**config.mk**
```make
export PLATFORM = sky130hd
export DESIGN_NAME = rm_addr_gen
export DESIGN_NICKNAME = d
export VERILOG_FILES = /design/src/rtl/rmag_pkg.sv /design/src/rtl/rmag_seg_file.sv /design/src/rtl/rmag_ea_unit.sv /design/src/rtl/rmag_seg_pick.sv /design/src/rtl/rm_addr_gen.sv
export SDC_FILE = /design/constraint.sdc
export NUM_CORES = 1
export LEC_CHECK = 0
export BUFFER_PORTS_ARGS = -buffer_cell sky130_fd_sc_hd__buf_2
export CORE_MARGIN = 2
export CORE_UTILIZATION = 36
export DETAILED_ROUTE_END_ITERATION = 7
export PLACE_DENSITY = 0.63
export SYNTH_ARGS = -nofsm -noshare
export SYNTH_HDL_FRONTEND = slang
export SYNTH_SLANG_ARGS = --single-unit
```
**constraint.sdc**
```tcl
create_clock -name clk -period 6.6 [get_ports clk]
set_input_delay 0.66 -clock clk [delete_from_list [all_inputs] [get_ports clk]]
set_output_delay 0.66 -clock clk [all_outputs]
set_load 0.02 [all_outputs]
```
**src/rtl/rmag_pkg.sv**
```systemverilog
// Package: shared widths and code values for the segmented address generator.
// Assumes the segment register and the offset have the same width.
package rmag_pkg;
    localparam int SEG_W  = 16;
    localparam int OFF_W  = 16;
    localparam int SHIFT  = 4;
    localparam int PA_W   = SEG_W + SHIFT;
    localparam int GPR_W  = 32;
    localparam int NSEG   = 6;
    localparam int SEL_W  = $clog2(NSEG + 2);
    localparam int PORT_W = 16;

    typedef enum logic [2:0] {
        AM_DIRECT        = 3'd0,
        AM_REG           = 3'd1,
        AM_REG_DISP      = 3'd2,
        AM_BASE_IDX      = 3'd3,
        AM_BASE_IDX_DISP = 3'd4
    } amode_e;

    typedef enum logic [1:0] {
        RG_BX = 2'd0,
        RG_BP = 2'd1,
        RG_SI = 2'd2,
        RG_DI = 2'd3
    } rcode_e;

    localparam logic [SEL_W-1:0] SG_CODE  = 3'd0;
    localparam logic [SEL_W-1:0] SG_STACK = 3'd1;
    localparam logic [SEL_W-1:0] SG_DATA  = 3'd2;
endpackage

```
**src/rtl/rmag_seg_file.sv**
```systemverilog
// Segment register file: NSEG registers of SEG_W bits, one write port.
// Assumes write codes at or above NSEG are meaningless and are dropped.
// Reads are combinational from the current register state.
module rmag_seg_file
    import rmag_pkg::*;
#(
    parameter int N  = NSEG,
    parameter int W  = SEG_W,
    parameter int SW = SEL_W
) (
    input  logic          clk,
    input  logic          rst_n,
    input  logic          wr_en,
    input  logic [SW-1:0] wr_sel,
    input  logic [W-1:0]  wr_data,
    output logic [W-1:0]  seg_q [N]
);
    for (genvar k = 0; k < N; k++) begin : g_seg
        // Load one segment register when the write code names it.
        always_ff @(posedge clk) begin
            if (!rst_n)
                seg_q[k] <= '0;
            else if (wr_en && (wr_sel == SW'(k)))
                seg_q[k] <= wr_data;
        end

        a_r7_seg_write: assert property (@(posedge clk) disable iff (!rst_n)
            (wr_en && wr_sel == SW'(k)) |=> (seg_q[k] == $past(wr_data)));

        a_r7_bad_sel_ignored: assert property (@(posedge clk) disable iff (!rst_n)
            (wr_en && int'(wr_sel) >= N) |=> $stable(seg_q[k]));
    end
endmodule

```
**src/rtl/rmag_ea_unit.sv**
```systemverilog
// Effective-address unit: forms the 16-bit offset for the given mode.
// It also reports whether BP took part and whether the mode/register
// combination is illegal. Assumes only the low OFF_W bits of each
// general register count; the sum wraps modulo 2^OFF_W.
module rmag_ea_unit
    import rmag_pkg::*;
#(
    parameter int GW = GPR_W,
    parameter int OW = OFF_W
) (
    input  logic [2:0]    mode,
    input  logic [1:0]    reg_a,
    input  logic [1:0]    reg_b,
    input  logic [GW-1:0] bx,
    input  logic [GW-1:0] bp,
    input  logic [GW-1:0] si,
    input  logic [GW-1:0] di,
    input  logic [OW-1:0] disp,
    output logic [OW-1:0] ea,
    output logic          bp_used,
    output logic          illegal
);
    logic [OW-1:0] val_a;
    logic [OW-1:0] val_b;
    logic          a_is_base;
    logic          b_is_index;
    logic          unused_hi;

    assign unused_hi = ^{bx[GW-1:OW], bp[GW-1:OW], si[GW-1:OW], di[GW-1:OW]};

    // Select the low half of the register named by each code.
    always_comb begin
        unique case (reg_a)
            RG_BX:   val_a = bx[OW-1:0];
            RG_BP:   val_a = bp[OW-1:0];
            RG_SI:   val_a = si[OW-1:0];
            default: val_a = di[OW-1:0];
        endcase
        unique case (reg_b)
            RG_BX:   val_b = bx[OW-1:0];
            RG_BP:   val_b = bp[OW-1:0];
            RG_SI:   val_b = si[OW-1:0];
            default: val_b = di[OW-1:0];
        endcase
    end

    assign a_is_base  = (reg_a == RG_BX) || (reg_a == RG_BP);
    assign b_is_index = (reg_b == RG_SI) || (reg_b == RG_DI);

    // Per-mode offset sum, BP usage and legality.
    always_comb begin
        ea      = '0;
        bp_used = 1'b0;
        illegal = 1'b0;
        case (mode)
            AM_DIRECT: ea = disp;
            AM_REG: begin
                ea      = val_a;
                bp_used = (reg_a == RG_BP);
            end
            AM_REG_DISP: begin
                ea      = val_a + disp;
                bp_used = (reg_a == RG_BP);
            end
            AM_BASE_IDX: begin
                ea      = val_a + val_b;
                bp_used = (reg_a == RG_BP);
                illegal = !(a_is_base && b_is_index);
            end
            AM_BASE_IDX_DISP: begin
                ea      = val_a + val_b + disp;
                bp_used = (reg_a == RG_BP);
                illegal = !(a_is_base && b_is_index);
            end
            default: illegal = 1'b1;
        endcase
    end
endmodule

```
**src/rtl/rmag_seg_pick.sv**
```systemverilog
// Segment chooser: override code if present, else stack when BP was used,
// else data. Flags an override code that names no segment register and
// falls back to the data code so the read index stays in range.
module rmag_seg_pick
    import rmag_pkg::*;
#(
    parameter int N  = NSEG,
    parameter int SW = SEL_W
) (
    input  logic          ovr_en,
    input  logic [SW-1:0] ovr_sel,
    input  logic          bp_used,
    output logic [SW-1:0] seg_idx,
    output logic          bad_ovr
);
    // Resolve the segment index for this request.
    always_comb begin
        bad_ovr = 1'b0;
        if (ovr_en) begin
            if (int'(ovr_sel) < N) begin
                seg_idx = ovr_sel;
            end else begin
                seg_idx = SG_DATA;
                bad_ovr = 1'b1;
            end
        end else begin
            seg_idx = bp_used ? SG_STACK : SG_DATA;
        end
    end
endmodule

```
**src/rtl/rm_addr_gen.sv**
```systemverilog
// Real-mode segmented address generator, top level.
// Per request: effective address -> segment choice -> (seg<<SHIFT)+ea,
// registered one cycle after req_valid. I/O requests skip segmentation.
// Assumes a segment written in the request cycle applies only later.
module rm_addr_gen
    import rmag_pkg::*;
(
    input  logic              clk,
    input  logic              rst_n,
    input  logic              seg_wr_en,
    input  logic [SEL_W-1:0]  seg_wr_sel,
    input  logic [SEG_W-1:0]  seg_wr_data,
    input  logic              req_valid,
    input  logic              req_io,
    input  logic [2:0]        req_mode,
    input  logic [1:0]        req_reg_a,
    input  logic [1:0]        req_reg_b,
    input  logic              req_ovr_en,
    input  logic [SEL_W-1:0]  req_ovr_sel,
    input  logic [OFF_W-1:0]  req_disp,
    input  logic [PORT_W-1:0] req_port,
    input  logic [GPR_W-1:0]  gpr_bx,
    input  logic [GPR_W-1:0]  gpr_bp,
    input  logic [GPR_W-1:0]  gpr_si,
    input  logic [GPR_W-1:0]  gpr_di,
    output logic              out_valid,
    output logic              out_io,
    output logic              out_err,
    output logic [PA_W-1:0]   out_addr
);
    localparam int PAD   = PA_W - OFF_W;
    localparam int IOPAD = PA_W - PORT_W;

    logic [SEG_W-1:0] seg_q [NSEG];
    logic [OFF_W-1:0] ea;
    logic             bp_used;
    logic             ea_bad;
    logic [SEL_W-1:0] seg_idx;
    logic             ovr_bad;
    logic [SEG_W-1:0] seg_base;
    logic [PA_W-1:0]  phys;
    logic             req_err;

    rmag_seg_file u_segs (
        .clk     (clk),
        .rst_n   (rst_n),
        .wr_en   (seg_wr_en),
        .wr_sel  (seg_wr_sel),
        .wr_data (seg_wr_data),
        .seg_q   (seg_q)
    );

    rmag_ea_unit u_ea (
        .mode    (req_mode),
        .reg_a   (req_reg_a),
        .reg_b   (req_reg_b),
        .bx      (gpr_bx),
        .bp      (gpr_bp),
        .si      (gpr_si),
        .di      (gpr_di),
        .disp    (req_disp),
        .ea      (ea),
        .bp_used (bp_used),
        .illegal (ea_bad)
    );

    rmag_seg_pick u_pick (
        .ovr_en  (req_ovr_en),
        .ovr_sel (req_ovr_sel),
        .bp_used (bp_used),
        .seg_idx (seg_idx),
        .bad_ovr (ovr_bad)
    );

    assign seg_base = seg_q[seg_idx];
    assign phys     = {seg_base, {SHIFT{1'b0}}} + {{PAD{1'b0}}, ea};
    assign req_err  = ea_bad || ovr_bad;

    // Register the result and its flags one cycle after the request.
    always_ff @(posedge clk) begin
        if (!rst_n) begin
            out_valid <= 1'b0;
            out_io    <= 1'b0;
            out_err   <= 1'b0;
            out_addr  <= '0;
        end else begin
            out_valid <= req_valid && !req_io && !req_err;
            out_io    <= req_valid && req_io;
            out_err   <= req_valid && !req_io && req_err;
            if (req_valid)
                out_addr <= req_io ? {{IOPAD{1'b0}}, req_port} : phys;
        end
    end

    a_r1_valid_after_req: assert property (@(posedge clk) disable iff (!rst_n)
        out_valid |-> $past(req_valid) && !$past(req_io));

    a_r10_flags_exclusive: assert property (@(posedge clk) disable iff (!rst_n)
        $onehot0({out_valid, out_io, out_err}));

    a_r9_io_narrow: assert property (@(posedge clk) disable iff (!rst_n)
        out_io |-> (out_addr[PA_W-1:PORT_W] == '0));

    a_r12_idle_quiet: assert property (@(posedge clk) disable iff (!rst_n)
        !req_valid |=> !(out_valid || out_io || out_err));
endmodule

```
==> results.cfg <==
[timing]
setup-violations-final = 0
worst_slew_pin_slew_ps = 1020
final.period_utilization_pct = 92.0
whs_ps = 443
finalWorstPathRequiredPeriod_ps = 6070
final-max-slew-violation-count = 0
hold_viol = 0
finClkSkew_ps = 8.07
setup-tns-final_ps = 0
slew_headroom_pct = 32.0
achievable-frequency_mhz = 165
grt_setup_unrepaired = no

[power_and_ir_drop]
power_frac_clock_pct = 37.7
total_power_w = 0.00247
cell_internal_pwr_w = 0.00165
switching_share_pct = 33.0
power_leakage_nw = 4.31
p_comb_share_pct = 31.7
power_share_of_the_sequential_group_pct = 30.5
switchingPower_w = 0.000814
vdd_ir_drop_max_mv = 0.163
power.density_cell_area_mw_per_mm2 = 237

[synthesis]
synthTopCellsByArea = sky130_fd_sc_hd__dfxtp_1 27%, sky130_fd_sc_hd__nand2_1 12%, sky130_fd_sc_hd__mux4_2 7.2%
syn_area_mm2 = 0.00874
yosys_warnings = 0
syn-mean-instance-area_um2 = 8.07
synth_top_cell_area_share_pct = 27.2
synth.top_cells.by_count = 278 x sky130_fd_sc_hd__nand2_1, 119 x sky130_fd_sc_hd__dfxtp_1, 59 x sky130_fd_sc_hd__nor2_1
asyncSetResetFlopFracSynth_pct = 0
synthesis.instances = 1084
synth_enable_flop_cells = 0
synth-seq-cells = 119
most_numerous_cell_in_the_yosys_netlist = sky130_fd_sc_hd__nand2_1
yosysUniqueCellTypes = 68
dominantRegCellSynth = sky130_fd_sc_hd__dfxtp_1
yosysSeqAreaShare_pct = 27.2
synth_top_area_cell = sky130_fd_sc_hd__dfxtp_1
syn-num-nets = 1325

[worst_hold_path]
min-delay-path-class = register to register
holdPathEnd = out_addr[19]
hp-start = out_addr[19]
worst_hold_stages = 2

[die]
floorplan.core_area_mm2 = 0.0241
floorplan.rows = 57
dieArea_mm2 = 0.0256
die_width_um = 160
ports = 218
initial_utilization_pct = 36.3
dieHeight_um = 160

[drt]
vias = 8397
route.detailed.drc = 0
route.antenna.remaining_nets = 0
detailedRoute.firstIterationViolations = 729
route.final.wire_length_mm = 27.3
drt-pass1-iter-count = 5
detail_route.vias_per_cell = 5.41
avgRoutedWirePerCell_um = 17.6

[place]
gp_routability_congestion = 0.935
portBuffers = 153
detailed_place_hpwl_mm = 20.0

[worst_setup_path]
setup.reg_to_reg.worst_slack_ps = 3330
worst_path_largest_cell_delay_ps = 590
startpoint_type = input pin
timing_worst_setup_path_type = input pin to register
r2r-start = u_segs.seg_q[80]
critical_path.n_buffers_inverters = 5
kind_of_cell_adding_the_most_delay_to_the_critical_path = compound AO/OA/AOI/OAI gates
worst-r2r-cell-count = 16
critical_path_rt_ps = 6910
worst_reg2reg_endpoint = out_addr[18]
critical-path-top-cell-by-count = sky130_fd_sc_hd__a21oi_1
cp-end-kind = register
crit_path_top_delay_cell = sky130_fd_sc_hd__mux4_2
critPathMaxFanout = 5
cp.arrival_ps = 6380

[global_route]
grt_start_max_net_pins = 66
globalRoute.totalOverflow = 0
wire_length_of_the_first_global_routing_pass_mm = 43.1
globalRouteTotalUtil_pct = 21.3
grt_pass1_vias = 8152
antenna_violations_before_repair = 0

[clock_tree]
post_cts_buffers = 0
insertion_delay_ps = 420
cts_hold_buffers = 0
clock_sink_count = 119
clk_pin_slew_worst_paths_ps = 60
post_cts_resize_count = 0
tritoncts = yes
h-tree-depth = 4
cts-root-buf = sky130_fd_sc_hd__clkbuf_16
clockBufferDepth = 2
numCtsBuffers = 17

[cells_and_area]
flow.area_growth_from_synthesis_pct = 19.2
antenna_cells_inserted = 0
post_route_cells_drive_above_1_share_pct = 20.5
layout.nets = 1455

[job]
number_of_maximum_capacitance_violations = 0

[status]
outcome = finished, final reports clean
[how the worst max path moves through the flow]
stage               slack [ps]    startpoint      endpoint  depth (start not counted)
finish                     530  req_reg_a[0]  out_addr[18]                         31
detailed placement         160  req_reg_a[0]  out_addr[18]                         31
floorplan                  270  req_reg_b[0]  out_addr[18]                         28
global placement           210  req_reg_a[0]  out_addr[18]                         29
global route                70  req_reg_a[0]  out_addr[18]                         30
CTS                        570  req_reg_a[0]  out_addr[18]                         31
[per-layer routing]
layer	GRT usage [%]	wire [um]
met3	4.05	1680
met5	0	0
met4	7.53	728
met2	33.1	12000
met1	29.5	12900
[worst min-delay path, cell delays in order (launching register included)]
cell and delay [ps]:
sky130_fd_sc_hd__dfxtp_1 310, sky130_fd_sc_hd__nand2_1 50, sky130_fd_sc_hd__o21ai_1 50
[through the flow]
stage	util, %	area (um2)	setup WS (ps)	cells
detailed placement	40.8	9830	164	1519
CTS	43.2	10400	569	1551
global route	43.2	10400	65.7	1551
floorplan	-	8740	270	1084
finish	43.2	10400	527	1551
global placement	40.8	9830	207	1519
[power by group through the flow]
| stage | logic (W) | clock network [W] | registers [W] |
|---|---|---|---|
| global route | 0.000859 | 0.000974 | 0.000756 |
| floorplan | 0.000524 | 0 | 0.000779 |
| CTS | 0.000774 | 0.000941 | 0.000753 |
| detailed placement | 0.000769 | 0 | 0.000769 |
| finish | 0.000783 | 0.000931 | 0.000754 |
| global placement | 0.000760 | 0 | 0.000768 |
[kinds of logic (layout without fill, tap and decap cells)]
| logic type | Yosys count | count (layout) | share of synthesized area (%) |
|---|---|---|---|
| xor+xnor | 41 | 41 | 4.11 |
| buf+inv | 83 | 226 | 3.99 |
| fa+ha+maj | 46 | 46 | 6.84 |
| simple gates | 413 | 413 | 19.8 |
| mux | 78 | 78 | 14.0 |
| flops | 119 | 119 | 27.2 |
| compound gates | 304 | 304 | 24.1 |
[cells in the final DEF (no fill, tap or decap), types with 8 or more instances in the layout]
master and instances:
sky130_fd_sc_hd__o21a_1 8, sky130_fd_sc_hd__a31oi_1 24, sky130_fd_sc_hd__xor2_1 22, sky130_fd_sc_hd__nor2b_1 12
sky130_fd_sc_hd__inv_1 15, sky130_fd_sc_hd__o21ai_1 22, sky130_fd_sc_hd__ha_1 43, sky130_fd_sc_hd__a21oi_1 47
sky130_fd_sc_hd__mux2i_1 27, sky130_fd_sc_hd__buf_4 24, sky130_fd_sc_hd__and3_1 10, sky130_fd_sc_hd__buf_2 153
sky130_fd_sc_hd__a21o_1 12, sky130_fd_sc_hd__nand3_1 19, sky130_fd_sc_hd__nand2_1 278, sky130_fd_sc_hd__a211oi_1 8
sky130_fd_sc_hd__nor2_1 59, sky130_fd_sc_hd__clkbuf_16 17, sky130_fd_sc_hd__nor3_1 12, sky130_fd_sc_hd__mux2_1 15
sky130_fd_sc_hd__mux4_2 28, sky130_fd_sc_hd__a21boi_0 50, sky130_fd_sc_hd__xnor2_1 19, sky130_fd_sc_hd__a21boi_1 49
sky130_fd_sc_hd__o21ai_0 25, sky130_fd_sc_hd__dfxtp_1 119
[layout make-up]
class | instances | area, um2
repair buffers | 178 | 966
well taps | 324 | 405
flip-flops and latches | 119 | 2380
clock buffers | 19 | 453
multi-input cells | 882 | 6010
fillers | 2506 | 13700
inverters | 16 | 60.1
clock inverters | 13 | 145
[state kept, by name (all words and copies together), names as in the netlist]
| register | flops |
|---|---|
| out_addr | 20 |
| out_valid | 1 |
| out_err | 1 |
| u_segs.seg_q | 96 |
| out_io | 1 |
(Power assumes the default switching activity.)
